==> src/rtl/wsp_sched_pkg.sv <==
package wsp_sched_pkg;
    localparam int PRIO_W  = 4;
    localparam int MASK_W  = 8;
    localparam int ROUND_W = $clog2(MASK_W);
    localparam logic [PRIO_W-1:0] STRICT_CODE = 4'd9;

    // Spread enable pattern for each weight code
    function automatic logic [MASK_W-1:0] prio_mask(input logic [PRIO_W-1:0] code);
        logic [MASK_W-1:0] m;
        case (code)
            4'd0:    m = 8'h00;
            4'd1:    m = 8'h01;
            4'd2:    m = 8'h11;
            4'd3:    m = 8'h49;
            4'd4:    m = 8'h55;
            4'd5:    m = 8'h57;
            4'd6:    m = 8'h77;
            4'd7:    m = 8'h7F;
            default: m = 8'hFF;
        endcase
        return m;
    endfunction
endpackage

==> src/rtl/wsp_cfg_table.sv <==
module wsp_cfg_table
    import wsp_sched_pkg::*;
#(
    parameter int NUM_Q = 8,
    localparam int QW = $clog2(NUM_Q)
) (
    input  logic                           clk,
    input  logic                           rst,
    input  logic                           we,
    input  logic [QW-1:0]                  idx,
    input  logic [PRIO_W-1:0]              prio,
    input  logic                           tail_in,
    output logic [NUM_Q-1:0][MASK_W-1:0]   mask_o,
    output logic [NUM_Q-1:0]               strict_o,
    output logic [QW-1:0]                  tail_idx_o,
    output logic                           err_o
);
    localparam logic [NUM_Q-1:0] ONE_Q = 1;

    typedef struct packed {
        logic [NUM_Q-1:0][MASK_W-1:0] mask;
        logic [NUM_Q-1:0]             strict;
        logic [NUM_Q-1:0]             tail;
        logic                         err;
    } tbl_t;

    tbl_t tbl_d, tbl_q;
    logic [QW-1:0] idx_dn, idx_up;
    logic prev_strict, next_strict, is_strict_code, bad_code, reject;

    always_comb begin
        idx_dn         = idx - 1'b1;
        idx_up         = idx + 1'b1;
        prev_strict    = (idx == '0) ? 1'b1 : tbl_q.strict[idx_dn];
        next_strict    = (idx == QW'(NUM_Q - 1)) ? 1'b0 : tbl_q.strict[idx_up];
        is_strict_code = (prio == STRICT_CODE);
        bad_code       = (prio > STRICT_CODE);
        reject         = (is_strict_code && !prev_strict) ||
                         (!is_strict_code && tbl_q.strict[idx] && next_strict);
        tbl_d = tbl_q;
        if (we) begin
            if (reject) begin
                tbl_d.err = 1'b1;
            end else begin
                tbl_d.mask[idx]   = prio_mask(prio);
                tbl_d.strict[idx] = is_strict_code;
                tbl_d.tail[idx]   = tail_in;
                tbl_d.err         = tbl_q.err | bad_code;
            end
        end
    end

    always_ff @(posedge clk) begin
        if (rst) tbl_q <= '0;
        else     tbl_q <= tbl_d;
    end

    always_comb begin
        tail_idx_o = QW'(NUM_Q - 1);
        for (int i = NUM_Q - 1; i >= 0; i--) begin
            if (tbl_q.tail[i]) tail_idx_o = QW'(i);
        end
    end

    assign mask_o   = tbl_q.mask;
    assign strict_o = tbl_q.strict;
    assign err_o    = tbl_q.err;

    // strict set is always a prefix starting at index 0
    a_r3_strict_prefix: assert property (@(posedge clk) disable iff (rst)
        ((tbl_q.strict + ONE_Q) & tbl_q.strict) == '0);

    // error flag never clears outside reset
    a_r9_err_sticky: assert property (@(posedge clk) disable iff (rst)
        err_o |=> err_o);
endmodule

==> src/rtl/wsp_strict_pick.sv <==
module wsp_strict_pick #(
    parameter int NUM_Q = 8,
    localparam int QW = $clog2(NUM_Q)
) (
    input  logic [NUM_Q-1:0] req,
    input  logic [NUM_Q-1:0] strict,
    input  logic [QW-1:0]    tail_idx,
    output logic             found,
    output logic [QW-1:0]    win_idx
);
    always_comb begin
        found   = 1'b0;
        win_idx = '0;
        for (int i = NUM_Q - 1; i >= 0; i--) begin
            if (req[i] && strict[i] && (QW'(i) <= tail_idx)) begin
                found   = 1'b1;
                win_idx = QW'(i);
            end
        end
    end
endmodule

==> src/rtl/wsp_wrr_pick.sv <==
module wsp_wrr_pick
    import wsp_sched_pkg::*;
#(
    parameter int NUM_Q = 8,
    localparam int QW = $clog2(NUM_Q)
) (
    input  logic [NUM_Q-1:0]             req,
    input  logic [NUM_Q-1:0]             strict,
    input  logic [NUM_Q-1:0][MASK_W-1:0] mask,
    input  logic [QW-1:0]                tail_idx,
    input  logic [ROUND_W-1:0]           round,
    input  logic [QW-1:0]                start,
    output logic                         hit,
    output logic [QW-1:0]                hit_idx,
    output logic                         any_w
);
    logic [NUM_Q-1:0] in_port, elig, live;

    for (genvar g = 0; g < NUM_Q; g++) begin : g_q
        assign in_port[g] = (QW'(g) <= tail_idx);
        assign live[g]    = req[g] && !strict[g] && in_port[g] && (mask[g] != '0);
        assign elig[g]    = live[g] && mask[g][round] && (QW'(g) >= start);
    end

    always_comb begin
        hit     = 1'b0;
        hit_idx = '0;
        for (int i = NUM_Q - 1; i >= 0; i--) begin
            if (elig[i]) begin
                hit     = 1'b1;
                hit_idx = QW'(i);
            end
        end
        any_w = |live;
    end
endmodule

==> src/rtl/wsp_queue_sched.sv <==
module wsp_queue_sched
    import wsp_sched_pkg::*;
#(
    parameter int NUM_Q = 8,
    localparam int QW = $clog2(NUM_Q)
) (
    input  logic              clk,
    input  logic              rst,
    input  logic              cfg_we,
    input  logic [QW-1:0]     cfg_idx,
    input  logic [PRIO_W-1:0] cfg_prio,
    input  logic              cfg_tail,
    output logic              cfg_err,
    input  logic [NUM_Q-1:0]  req,
    output logic              gnt_valid,
    output logic [QW-1:0]     gnt_idx,
    input  logic              pkt_done
);
    typedef struct packed {
        logic               gv;
        logic [QW-1:0]      gidx;
        logic [QW-1:0]      start;
        logic [ROUND_W-1:0] round;
    } arb_t;

    arb_t st_d, st_q;

    logic [NUM_Q-1:0][MASK_W-1:0] mask;
    logic [NUM_Q-1:0]             strict;
    logic [QW-1:0]                tail_idx;
    logic                         s_found, w_hit, any_w;
    logic [QW-1:0]                s_idx, w_idx;

    wsp_cfg_table #(.NUM_Q(NUM_Q)) u_cfg (
        .clk(clk), .rst(rst), .we(cfg_we), .idx(cfg_idx), .prio(cfg_prio),
        .tail_in(cfg_tail), .mask_o(mask), .strict_o(strict),
        .tail_idx_o(tail_idx), .err_o(cfg_err)
    );

    wsp_strict_pick #(.NUM_Q(NUM_Q)) u_strict (
        .req(req), .strict(strict), .tail_idx(tail_idx),
        .found(s_found), .win_idx(s_idx)
    );

    wsp_wrr_pick #(.NUM_Q(NUM_Q)) u_wrr (
        .req(req), .strict(strict), .mask(mask), .tail_idx(tail_idx),
        .round(st_q.round), .start(st_q.start),
        .hit(w_hit), .hit_idx(w_idx), .any_w(any_w)
    );

    always_comb begin
        st_d = st_q;
        if (st_q.gv) begin
            if (pkt_done) st_d.gv = 1'b0;
        end else if (s_found) begin
            st_d.gv   = 1'b1;
            st_d.gidx = s_idx;
        end else if (w_hit) begin
            st_d.gv   = 1'b1;
            st_d.gidx = w_idx;
            if (w_idx == tail_idx) begin
                st_d.start = '0;
                st_d.round = st_q.round + 1'b1;
            end else begin
                st_d.start = w_idx + 1'b1;
            end
        end else if (any_w) begin
            st_d.start = '0;
            st_d.round = st_q.round + 1'b1;
        end
    end

    always_ff @(posedge clk) begin
        if (rst) st_q <= '0;
        else     st_q <= st_d;
    end

    assign gnt_valid = st_q.gv;
    assign gnt_idx   = st_q.gidx;

    // grant is frozen until the consumer finishes
    a_r8_hold: assert property (@(posedge clk) disable iff (rst)
        (gnt_valid && !pkt_done) |=> (gnt_valid && $stable(gnt_idx)));

    // completion drops the grant with a one-cycle gap
    a_r8_release: assert property (@(posedge clk) disable iff (rst)
        (gnt_valid && pkt_done) |=> !gnt_valid);

    // a requesting strict queue takes the next grant
    a_r4_strict_first: assert property (@(posedge clk) disable iff (rst)
        (!gnt_valid && s_found) |=> (gnt_valid && gnt_idx == $past(s_idx)));

    // round counter only ever steps by one
    a_r5_round_step: assert property (@(posedge clk) disable iff (rst)
        !$stable(st_q.round) |-> (st_q.round == ROUND_W'($past(st_q.round) + 1'b1)));
endmodule

==> config.mk <==
export PLATFORM = sky130hd
export DESIGN_NAME = wsp_queue_sched
export DESIGN_NICKNAME = d
export VERILOG_FILES = /design/src/rtl/wsp_sched_pkg.sv /design/src/rtl/wsp_cfg_table.sv /design/src/rtl/wsp_strict_pick.sv /design/src/rtl/wsp_wrr_pick.sv /design/src/rtl/wsp_queue_sched.sv
export SDC_FILE = /design/constraint.sdc
export NUM_CORES = 1
export LEC_CHECK = 0
export CORE_ASPECT_RATIO = 0.9
export CORE_MARGIN = 5
export CORE_UTILIZATION = 54
export DETAILED_ROUTE_END_ITERATION = 8
export PLACE_DENSITY = 0.73
export RECOVER_POWER = 25
export SYNTH_ARGS = -nofsm -noshare
export SYNTH_HDL_FRONTEND = slang
export SYNTH_SLANG_ARGS = --single-unit
==> constraint.sdc <==
create_clock -name clk -period 4.05 [get_ports clk]
set_input_delay 0.81 -clock clk [delete_from_list [all_inputs] [get_ports clk]]
set_output_delay 0.81 -clock clk [all_outputs]
set_load 0.005 [all_outputs]
Word level (Yosys, flattened, before mapping)
Memories as Yosys holds them, arrays and structs flattened.
Index checks and enable logic that the tools add are counted.

word-level totals
  bits in registers = 91
  bits in read-only memories = 56
  bits of input ports = 20
  word-level logic and storage cells = 219
  memories = 1

memory list
  memory            words  width  read ports  clocked after Yosys merged registers in  write ports  line                 RTL
  (name not given)  8      7      1           0                                        0            wsp_sched_pkg.sv:10  case (code)

operators by class
  add/subtract/negate cells = 4
  $lt $le $gt $ge = 22
  equality and inequality tests = 4
  multiplexer cells = 82
  bitwise gates (word level) = 4
  reduce and logical (&&, ||, !) cells = 87

operators by type and width
  operator                                            number
  two-way mux 3 bit                                   22
  bitwise mux 64 bit                                  1
  nonzero test 8 bit                                  8
  logical AND 1 bit                                   60
  two-way mux 1 bit                                   34
  binary-select mux 1 bit (select 3 bit)              11
  two-way mux 8 bit                                   4
  demux 8 bit (select 3 bit)                          1
  bitwise mux 8 bit                                   2
  < comparator 3 x 4 -> 1 bit, second input constant  4
  >= comparator 3 bit, first input constant           4
  <= comparator 3 bit, first input constant           4
  two-way mux 6 bit                                   2
  logical NOT 1 bit                                   10
  adder 3 x 1 -> 3 bit, second input constant         3
  two-way mux 4 bit                                   2
  OR reduction 8 bit                                  1
  >= comparator 1 x 3 -> 1 bit, first input constant  2
  >= comparator 2 x 3 -> 1 bit, first input constant  2
  <= comparator 1 x 3 -> 1 bit, first input constant  2
  <= comparator 2 x 3 -> 1 bit, first input constant  2
  equality test 4 bit, second input constant          1
  > comparator 4 bit, second input constant           1
  two-way mux 2 bit                                   2
  other kinds (14)                                    18

Longest topological paths before layout
Gate-level depths: netlist (run 1).

  depth in word-level cells = 23
  mapped depth = 12
  mapped depth without buffers = 10

Modules after synthesis
A second synthesis (run 1) with hierarchy kept.

unflattened totals
  cell total of the unflattened synthesis = 622
  area total of the unflattened synthesis = 5970.7 sq um

modules (own cells, without submodules)
  module           instances  cells each  area an instance (sq um)  seq. area each (sq um)
  wsp_cfg_table    1          403         4115.2                    1601.5
  wsp_wrr_pick     1          119         1043.5                    0.0
  wsp_queue_sched  1          71          618.1                     200.2
  wsp_strict_pick  1          29          193.9                     0.0

Worst setup path before layout (run 1)
OpenSTA, ideal clock, no wires.

  path kind = input -> register
  start = input cfg_idx[0]
  end = register u_cfg.tbl_q (netlist bit u_cfg.mask_o[46])
  setup time = 0.123 ns
  arrival = 3.361 ns
  required time = 3.927 ns
  setup slack = 0.566 ns
  stages = 11
  buffers on the path = 2
  cell sequence = buf_2 inv_1 ha_1 mux4_2 mux2i_1 nor3_2 a2111oi_4 nand3_2 buf_2 nand3_1 o21ai_1

between the ends
  cells in the longest elaborated chain, start to end = 9
  elaborated cells on any way between the ends = 25
  classes of those cells = 2 x add/sub; 2 x order compare; 1 x eq/ne; 11 x mux; 1 x bitwise; 8 x reduce/logical

ends and longest elaborated chain
  item                                     line                   RTL
  start, declared                          wsp_queue_sched.sv:10  input logic [QW-1:0] cfg_idx,
  subtractor 3 x 1 -> 3 bit                wsp_cfg_table.sv:32    idx_dn = idx - 1'b1;
  binary-select mux 1 bit (select 3 bit)   wsp_cfg_table.sv:34    prev_strict = (idx == '0) ? 1'b1 : tbl_q.strict[idx_dn];
  two-way mux 1 bit (not written as such)  wsp_cfg_table.sv:34
  two-way mux 1 bit                        wsp_cfg_table.sv:34
  logical NOT 1 bit                        wsp_cfg_table.sv:38    reject = (is_strict_code && !prev_strict) ||
  logical AND 1 bit                        wsp_cfg_table.sv:38
  logical OR 1 bit                         wsp_cfg_table.sv:38
  inverter 1 bit (no source line)          n/a
  AND reduction 2 bit (no source line)     n/a
  end signal, assigned                     wsp_cfg_table.sv:55    else tbl_q <= tbl_d;
  end, declared                            wsp_cfg_table.sv:27    tbl_t tbl_d, tbl_q;

Parallel ways exist; a longest one is shown, timed or not. The select of a mux whose other input is x is not followed.
A chain may end at the register's enable or synchronous reset.

Worst setup path in the final report (run 1)
  start = input cfg_idx[1]
  end = register u_cfg.tbl_q[6] in the netlist's numbering

The elaborated chain is that of the path after synthesis.

==> results of run 1 <==
[worst register-to-register path: stages, from the launching register on]
cell	delay, ns
dfxtp_1	0.59
clkbuf_2	0.69
mux2i_1	0.17
a221oi_1	0.29
nand4_1	0.19
nand2_1	0.17
o21ai_0	0.19
nor4_1	0.54
o21ai_0	0.30
o31ai_1	0.28
[power groups by stage]
| stage | Clock [mW] | Sequential [mW] | Combinational [mW] |
|---|---|---|---|
| 2_1_floorplan | 0 | 0.979 | 0.456 |
| 3_3_place_gp | 0 | 1.01 | 0.591 |
| 3_5_place_dp | 0 | 1.01 | 0.600 |
| 4_1_cts | 0.652 | 0.991 | 0.602 |
| 5_1_grt | 0.692 | 0.999 | 0.654 |
| 6_report | 0.646 | 0.992 | 0.603 |
[synthesized netlist by cell type (4+ instances only)]
master     number  area share
buf_1           5      0.0038
o21ai_0        24       0.025
ha_1            6       0.015
buf_2          15       0.015
dfxtp_1        90        0.37
nor4_1         17       0.022
a2111oi_4       4       0.022
nand3_1        70       0.072
nand3_2         4      0.0082
nand2_1        33       0.025
mux4_2          9       0.041
and3_1          7      0.0089
a31oi_1         5      0.0064
a22oi_1         6      0.0092
o211ai_1        5      0.0077
a2111oi_0       4      0.0072
nor2b_1         4      0.0051
inv_1          15       0.011
nand2b_1        6      0.0077
clkbuf_1       12      0.0092
o2111ai_1       4      0.0072
mux2i_1        42       0.086
o21ai_1        51       0.052
nor2_1         36       0.028
a21oi_1        13       0.013
nand2_2         4      0.0051
[per-layer routing]
metal,vias to the layer above,global-route usage
li1,2133,-
met1,2121,0.372
met2,198,0.405
met3,14,0.0682
met4,0,0.0521
met5,-,0
[metrics by stage]
step	hold WS (ns)	setup WS, ns	total power [mW]
2_1_floorplan	0.432	0.566	1.44
3_3_place_gp	0.442	0.115	1.60
3_5_place_dp	0.455	0.0202	1.61
4_1_cts	0.468	0.413	2.24
5_1_grt	0.493	0.114	2.35
6_report	0.461	0.322	2.24
[cell type report]
cell class              count  area (um^2)
clock buffers               9          124
repair buffers             39          350
fillers                   820         3590
well taps                 122          153
clock inverters             7         81.3
flip-flops and latches     90         1800
inverters                  16         60.1
multi-input cells         416         2840
[path summary, 6_finish.rpt]
path	start	end	slack, ns	depth (start not counted)
worst max-delay path	cfg_idx[1]	u_cfg.tbl_q[6]	0.32	10
worst min-delay path	gnt_idx[2]	gnt_idx[2]	0.46	2
worst max register to register	st_q[1]	st_q[5]	0.58	9
worst min register to register	gnt_idx[2]	gnt_idx[2]	0.46	2
[registers in the layout, summed over array words and instances, names as in the netlist]
| name | cells |
|---|---|
| u_cfg.mask_o | 64 |
| u_cfg.err_o | 1 |
| st_q | 6 |
| u_cfg.tbl_q | 7 |
| gnt_valid | 1 |
| u_cfg.strict_o | 8 |
| gnt_idx | 3 |
[logic make-up after synthesis]
logic type,after synthesis,share of synthesized area
fa+ha+maj,6,0.0153
buf+inv,53,0.0498
flops,90,0.368
compound gates,152,0.217
simple gates,205,0.219
mux,52,0.130
xor+xnor,1,0.00179
==> metrics.txt, run 1 <==
max-slew violation count 0; Critical Path Sink Type register; Worst-Margin Slew 0.797 ns; total routed wirelength 13,800 um; clock period minus worst slack 3.73 ns; Yosys Warn Count 0; IO Pins 25; Combinational Power Share 0.269; share of power burned in registers 0.443; largest net degree at the start of global routing 54; highest metal used met4; clock network power share 0.288; period utilization 0.921; DRC viols 0; Remaining Overflow, GRT 0; clk_skew 0.00879 ns; Antenna Violating Nets Remaining 0; Mapped Nets between 500 and 600; vias in the first global route 4,148; FMAX about 270 MHz; Die Ht ~100 um; CP Data Required Time 4.30 ns; first-pass GRT wire length 22,100 um; critical path's top delay family multiplexers; sw power 0.760 mW; # Post-CTS Setup Buffers 0; worst-case vdd ir drop 0.288 mV; Int Power 1.48 mW; Worst EP arrival 3.98 ns; Core ar. between 9000 and 10,000 um^2; CTS Buf Count 9; Worst Setup Path Type in2reg; metal3 WL 1340 um; #FFs+latches synth 90; Nets 598; Area Growth Syn to Fin 10.5%; Critical Path Fanout Max 18; CTS tree done; via/cell ratio 6.39; unrepaired setup endpoints after global routing no; die area roughly 11,000 um^2; Mapped Area 4900 um^2; max-cap viol count 0; H-tree Lvls 3; type of the tightest min-delay check reg2reg; Synth Area per Inst 8.76 um^2; clock root buffer clkbuf_8; CP cell instances dlygate4sd3_1 -> inv_1 -> ha_1 -> mux4_2 -> mux2i_1 -> nor3_1 -> a2111oi_4 -> nand3_2 -> mux2i_1 -> nor2_1; max_slew headroom 0.468; DP Cell Count between 600 and 700; commonest non-fill, non-tap cells in the layout 90 x dfxtp_1, 70 x nand3_1, 48 x o21ai_1, 42 x mux2i_1, 36 x nor2_1; Setup crit start kind input pin; initial DRC count 539; Longest Clk Path Bufs 2; share of layout cells above drive strength 1 0.114; most frequent CP cell mux2i_1; Post-synth EDFFs 0; Final Hold Fails 0; leading cell type in the layout, fill and taps excluded dfxtp_1; Rows 33; pwr dens around 410 nW/um^2; filler-free cell count of the finished design 699; Mapped Cells 559; area of placed instances 5220 um^2; Pleak 2.01 nW; gpl congestion 0.912; initial antenna violation count 0; Pre-antenna DRT Iters 6; outcome completed; post-synthesis cell type count 67; met2 wire len ~6300 um; DP Wirelength 9970 um; slowest stage delay, CP 0.55 ns; slowest cell on the critical path dlygate4sd3_1; post-CTS sizing 0; Via Count 4,466; cts hold-fix bufs 0; Final Cell Area around 5400 um^2; clock sink count 90; Switching Share 0.339; WL met1 between 6000 and 7000 um; Clk Latency, worst-skew pair between 0.3 and 0.4 ns; IO Port Bufs 24; Setup-failing EPs final 0; die width 110 um; ys async rst share 0; clk slew on worst S/H paths ~0.09 ns; Setup TNS 0 ns; GRT Util Overall 0.262; Final Util 0.601; Starting Density 0.544; sequential area share after synthesis 0.368; worst path bufs/invs 2; ANT cells 0; WL/cell 19.8 um; top_reg_cell synth dfxtp_1
Power figures use the tool's default switching activity.
==> run 2, diff against run 1 <==
--- a/config.mk
+++ b/config.mk
@@ -8,6 +8,7 @@
 export CORE_ASPECT_RATIO = 0.9
 export CORE_MARGIN = 5
 export CORE_UTILIZATION = 54
+export CTS_CLUSTER_DIAMETER = 200
 export DETAILED_ROUTE_END_ITERATION = 8
 export PLACE_DENSITY = 0.73
 export RECOVER_POWER = 25
==> results of run 2 <==
Final layout, timing and power as in run 1 (identical DEF).
==> run 3, diff against run 2 <==
--- a/config.mk
+++ b/config.mk
@@ -10,8 +10,10 @@
 export CORE_UTILIZATION = 54
 export CTS_CLUSTER_DIAMETER = 200
 export DETAILED_ROUTE_END_ITERATION = 8
-export PLACE_DENSITY = 0.73
+export GPL_ROUTABILITY_DRIVEN = 0
+export PLACE_DENSITY = 0.72
 export RECOVER_POWER = 25
 export SYNTH_ARGS = -nofsm -noshare
 export SYNTH_HDL_FRONTEND = slang
+export SYNTH_HIERARCHICAL = 1
 export SYNTH_SLANG_ARGS = --single-unit
==> run 3 against run 2 <==
  * Total power is 14% higher
  * Synthesized area is 22% higher
  * Utilization is 4.5 points lower
  * Cell area is 11% higher
  * Clock power is 34% higher
  * Largest power group unchanged
  * Wire length is 3.2% higher
  * Flip-flop and latch count stayed put
  * Critical endpoint is now st_q[0]
==> metrics.txt, run 3 <==
DRC viols 0 (unchanged); IO Port Bufs 24 (unchanged); Die Ht 110 um (+9.4%); hold path startpoint u_cfg/err_o; DP Wirelength 10,100 um (+1.4%); Critical Path Sink st_q[0]; share of layout cells above drive strength 1 0.109 (-0.00504); most common cell in the netlist mux2i_1; outcome completed; r2r endpoint st_q[0]; Pleak 2.57 nW (+28%); ANT cells 0 (unchanged); share of the synthesized area in the top cell type 0.302 (-0.0661); worst path bufs/invs 1 (-1); Mapped Cells 622 (+11%); Post-synth EDFFs 0 (unchanged); period utilization 0.961 (+0.0408); Worst EP arrival 4.12 ns (+0.14 ns); Mapped Nets 648 (+11%); clk slew on worst S/H paths 0.06 ns (-0.03 ns); largest net degree at the start of global routing 58 (+7.4%); Pre-antenna DRT Iters 6 (unchanged); H-tree Lvls 3 (unchanged); GRT Util Overall 0.221 (-0.0409); fillers 960 (+17%); most frequent CP cell a21oi_1; Via Count 4,327 (-3.1%); #FFs+latches synth 90 (unchanged); slowest cell on the critical path a21oi_1; Antenna Violating Nets Remaining 0 (unchanged); commonest non-fill, non-tap cells in the layout 102 x mux2i_1, 90 x dfxtp_1, 89 x nand2b_1, 23 x nand2_1, 21 x a21oi_1; CP Data Required Time 4.28 ns (-0.02 ns); first-pass GRT wire length 22,900 um (+3.6%); clk_skew 0.00572 ns (-0.00307 ns); CP cell instances inv_1 -> a21oi_1 -> o21bai_1 -> a21oi_1 -> nand4_1 -> a211oi_1 -> a21boi_0 -> and4bb_2 -> nor3b_2 -> xnor2_2 -> nand3_2 -> a21oi_2 -> mux2_4; Critical path origin u_cfg/tbl_q[6]; Critical Path Fanout Max 5 (-13); Longest Clk Path Bufs 2 (unchanged); IO Pins 25 (unchanged); Clk Latency, worst-skew pair 0.34 ns (-0.03 ns); Setup TNS 0 ns (unchanged); die width 121 um (+9.5%); Rows 36 (+9.1%); clock period minus worst slack 3.89 ns (+0.165 ns); Worst-Margin Slew 0.936 ns (+0.138 ns); max_slew headroom 0.375 (-0.0934); max FFs per register 64 (unchanged); CTS tree done; RR Startpoint u_cfg/tbl_q[6]; initial DRC count 400 (-26%); worst hold margin 0.445 ns (-0.0161 ns); hold path depth 2 (unchanged); via/cell ratio 6.18 (-3.3%); Worst Setup Path Type reg2reg; Yosys Warn Count 6 (+6); Mapped Area 5970 um^2 (+22%); pwr dens 425 nW/um^2 (+2.7%); leading cell type in the layout, fill and taps excluded mux2i_1; sequential area share after synthesis 0.302 (-0.0661); Worst Reg-to-Reg Cells 13 (+4); ys async rst share 0 (unchanged); critical path's top delay family compound AO/OA/AOI/OAI gates; reg2reg setup slack 0.16 ns (-0.42 ns); Core ar. 10,800 um^2 (+20%); top_reg_cell synth dfxtp_1; die area 13,300 um^2 (+20%); Synth Area per Inst 9.60 um^2 (+9.5%); CTS Buf Count 9 (unchanged); max-cap viol count 0 (unchanged); initial antenna violation count 0 (unchanged); Remaining Overflow, GRT 0 (unchanged); Final Hold Fails 0 (unchanged); cts hold-fix bufs 0 (unchanged); FMAX 257 MHz (-4.2%); synth cell count leaders 102 x mux2i_1, 90 x dfxtp_1, 89 x nand2b_1; WP depth 13 (+3); Setup crit start kind register; post-synthesis cell type count 70 (+4.5%); Critical Path Sink Type register; WL/cell 20.4 um (+3.1%); worst-case vdd ir drop 0.210 mV (-27%); Synth area leaders dfxtp_1 30%, mux2i_1 17%, buf_4 9.9%; Starting Density 0.552 (+0.00811); type of the tightest min-delay check reg2reg; area leader, netlist dfxtp_1; Area Growth Syn to Fin 0.692%; max-slew violation count 0 (unchanged); vias in the first global route 4,280 (+3.2%); unrepaired setup endpoints after global routing no; Nets 588 (-1.7%); slowest stage delay, CP 0.53 ns (-0.02 ns); Setup-failing EPs final 0 (unchanged); total routed wirelength 14,300 um (+3.2%); clock root buffer clkbuf_16; clock sink count 90 (unchanged)
==> run 3: cell count changes after synthesis, sizes merged, moves of 14 or more <==
cell,previous run,this run
buf,25,97
mux2i,42,102
nand2,37,23
nand2b,6,89
nand3,74,3
nor2,36,19
o21ai,75,3
==> run 3: worst min-delay path: stages (launching register included) <==
cell     delay, ns
dfxtp_1       0.31
inv_1         0.05
a21oi_1       0.05
==> run 3: how the worst min path moves through the flow <==
stage	to	slack, ns
finish	u_cfg/err_o	0.45
global route	u_cfg/err_o	0.47
CTS	u_cfg/err_o	0.45
detailed placement	u_cfg/err_o	0.44
global placement	u_cfg/err_o	0.44
floorplan	u_cfg/err_o	0.44
==> run 3: logic make-up after synthesis <==
family                   synth area share
AND/OR/NAND/NOR                     0.213
flip-flops                          0.302
buffers and inverters               0.142
XOR/XNOR                          0.00964
multiplexers                        0.235
AO/OA/AOI/OAI                      0.0866
adder cells (fa/ha/maj)            0.0126
==> run 3: what timing repair did <==
item	in CTS	in global routing
setup endpoints to repair	0	4
resized for setup	0	1
setup buffers	0	0
endpoints found under the hold margin	0	0
==> run 3: where the power goes <==
part	internal, mW	switching [mW]	leakage, nW
Sequential	0.939	0.0681	0.730
Combinational	0.321	0.365	1.70
Clock	0.514	0.350	0.144
==> run 3: final cells by class <==
type	count	area (um^2)	area share
inverters	15	56.3	0.00937
repair buffers	37	327	0.0543
clock buffers	11	253	0.0420
clock inverters	5	61.3	0.0102
flip-flops and latches	90	1800	0.300
well taps	133	166	0.0277
multi-input cells	409	3350	0.557
==> run 3: routing by layer <==
layer,vias to the layer above,track usage,share of wire
li1,2030,-,-
met2,177,0.369,0.47
met3,25,0.0448,0.075
met1,2095,0.287,0.43
met5,-,0,0
met4,0,0.0752,0.022
==> run 3: metrics by stage <==
step	area [um^2]	total power, mW	setup WS, ns	util	instances
floorplan	5970	1.60	0.194	-	622
global route	6010	2.68	0.000146	0.556	700
detailed placement	5700	1.71	0.0836	0.527	684
CTS	6010	2.57	0.0546	0.556	700
global placement	5700	1.69	0.0781	0.527	684
finish	6010	2.56	0.156	0.556	700
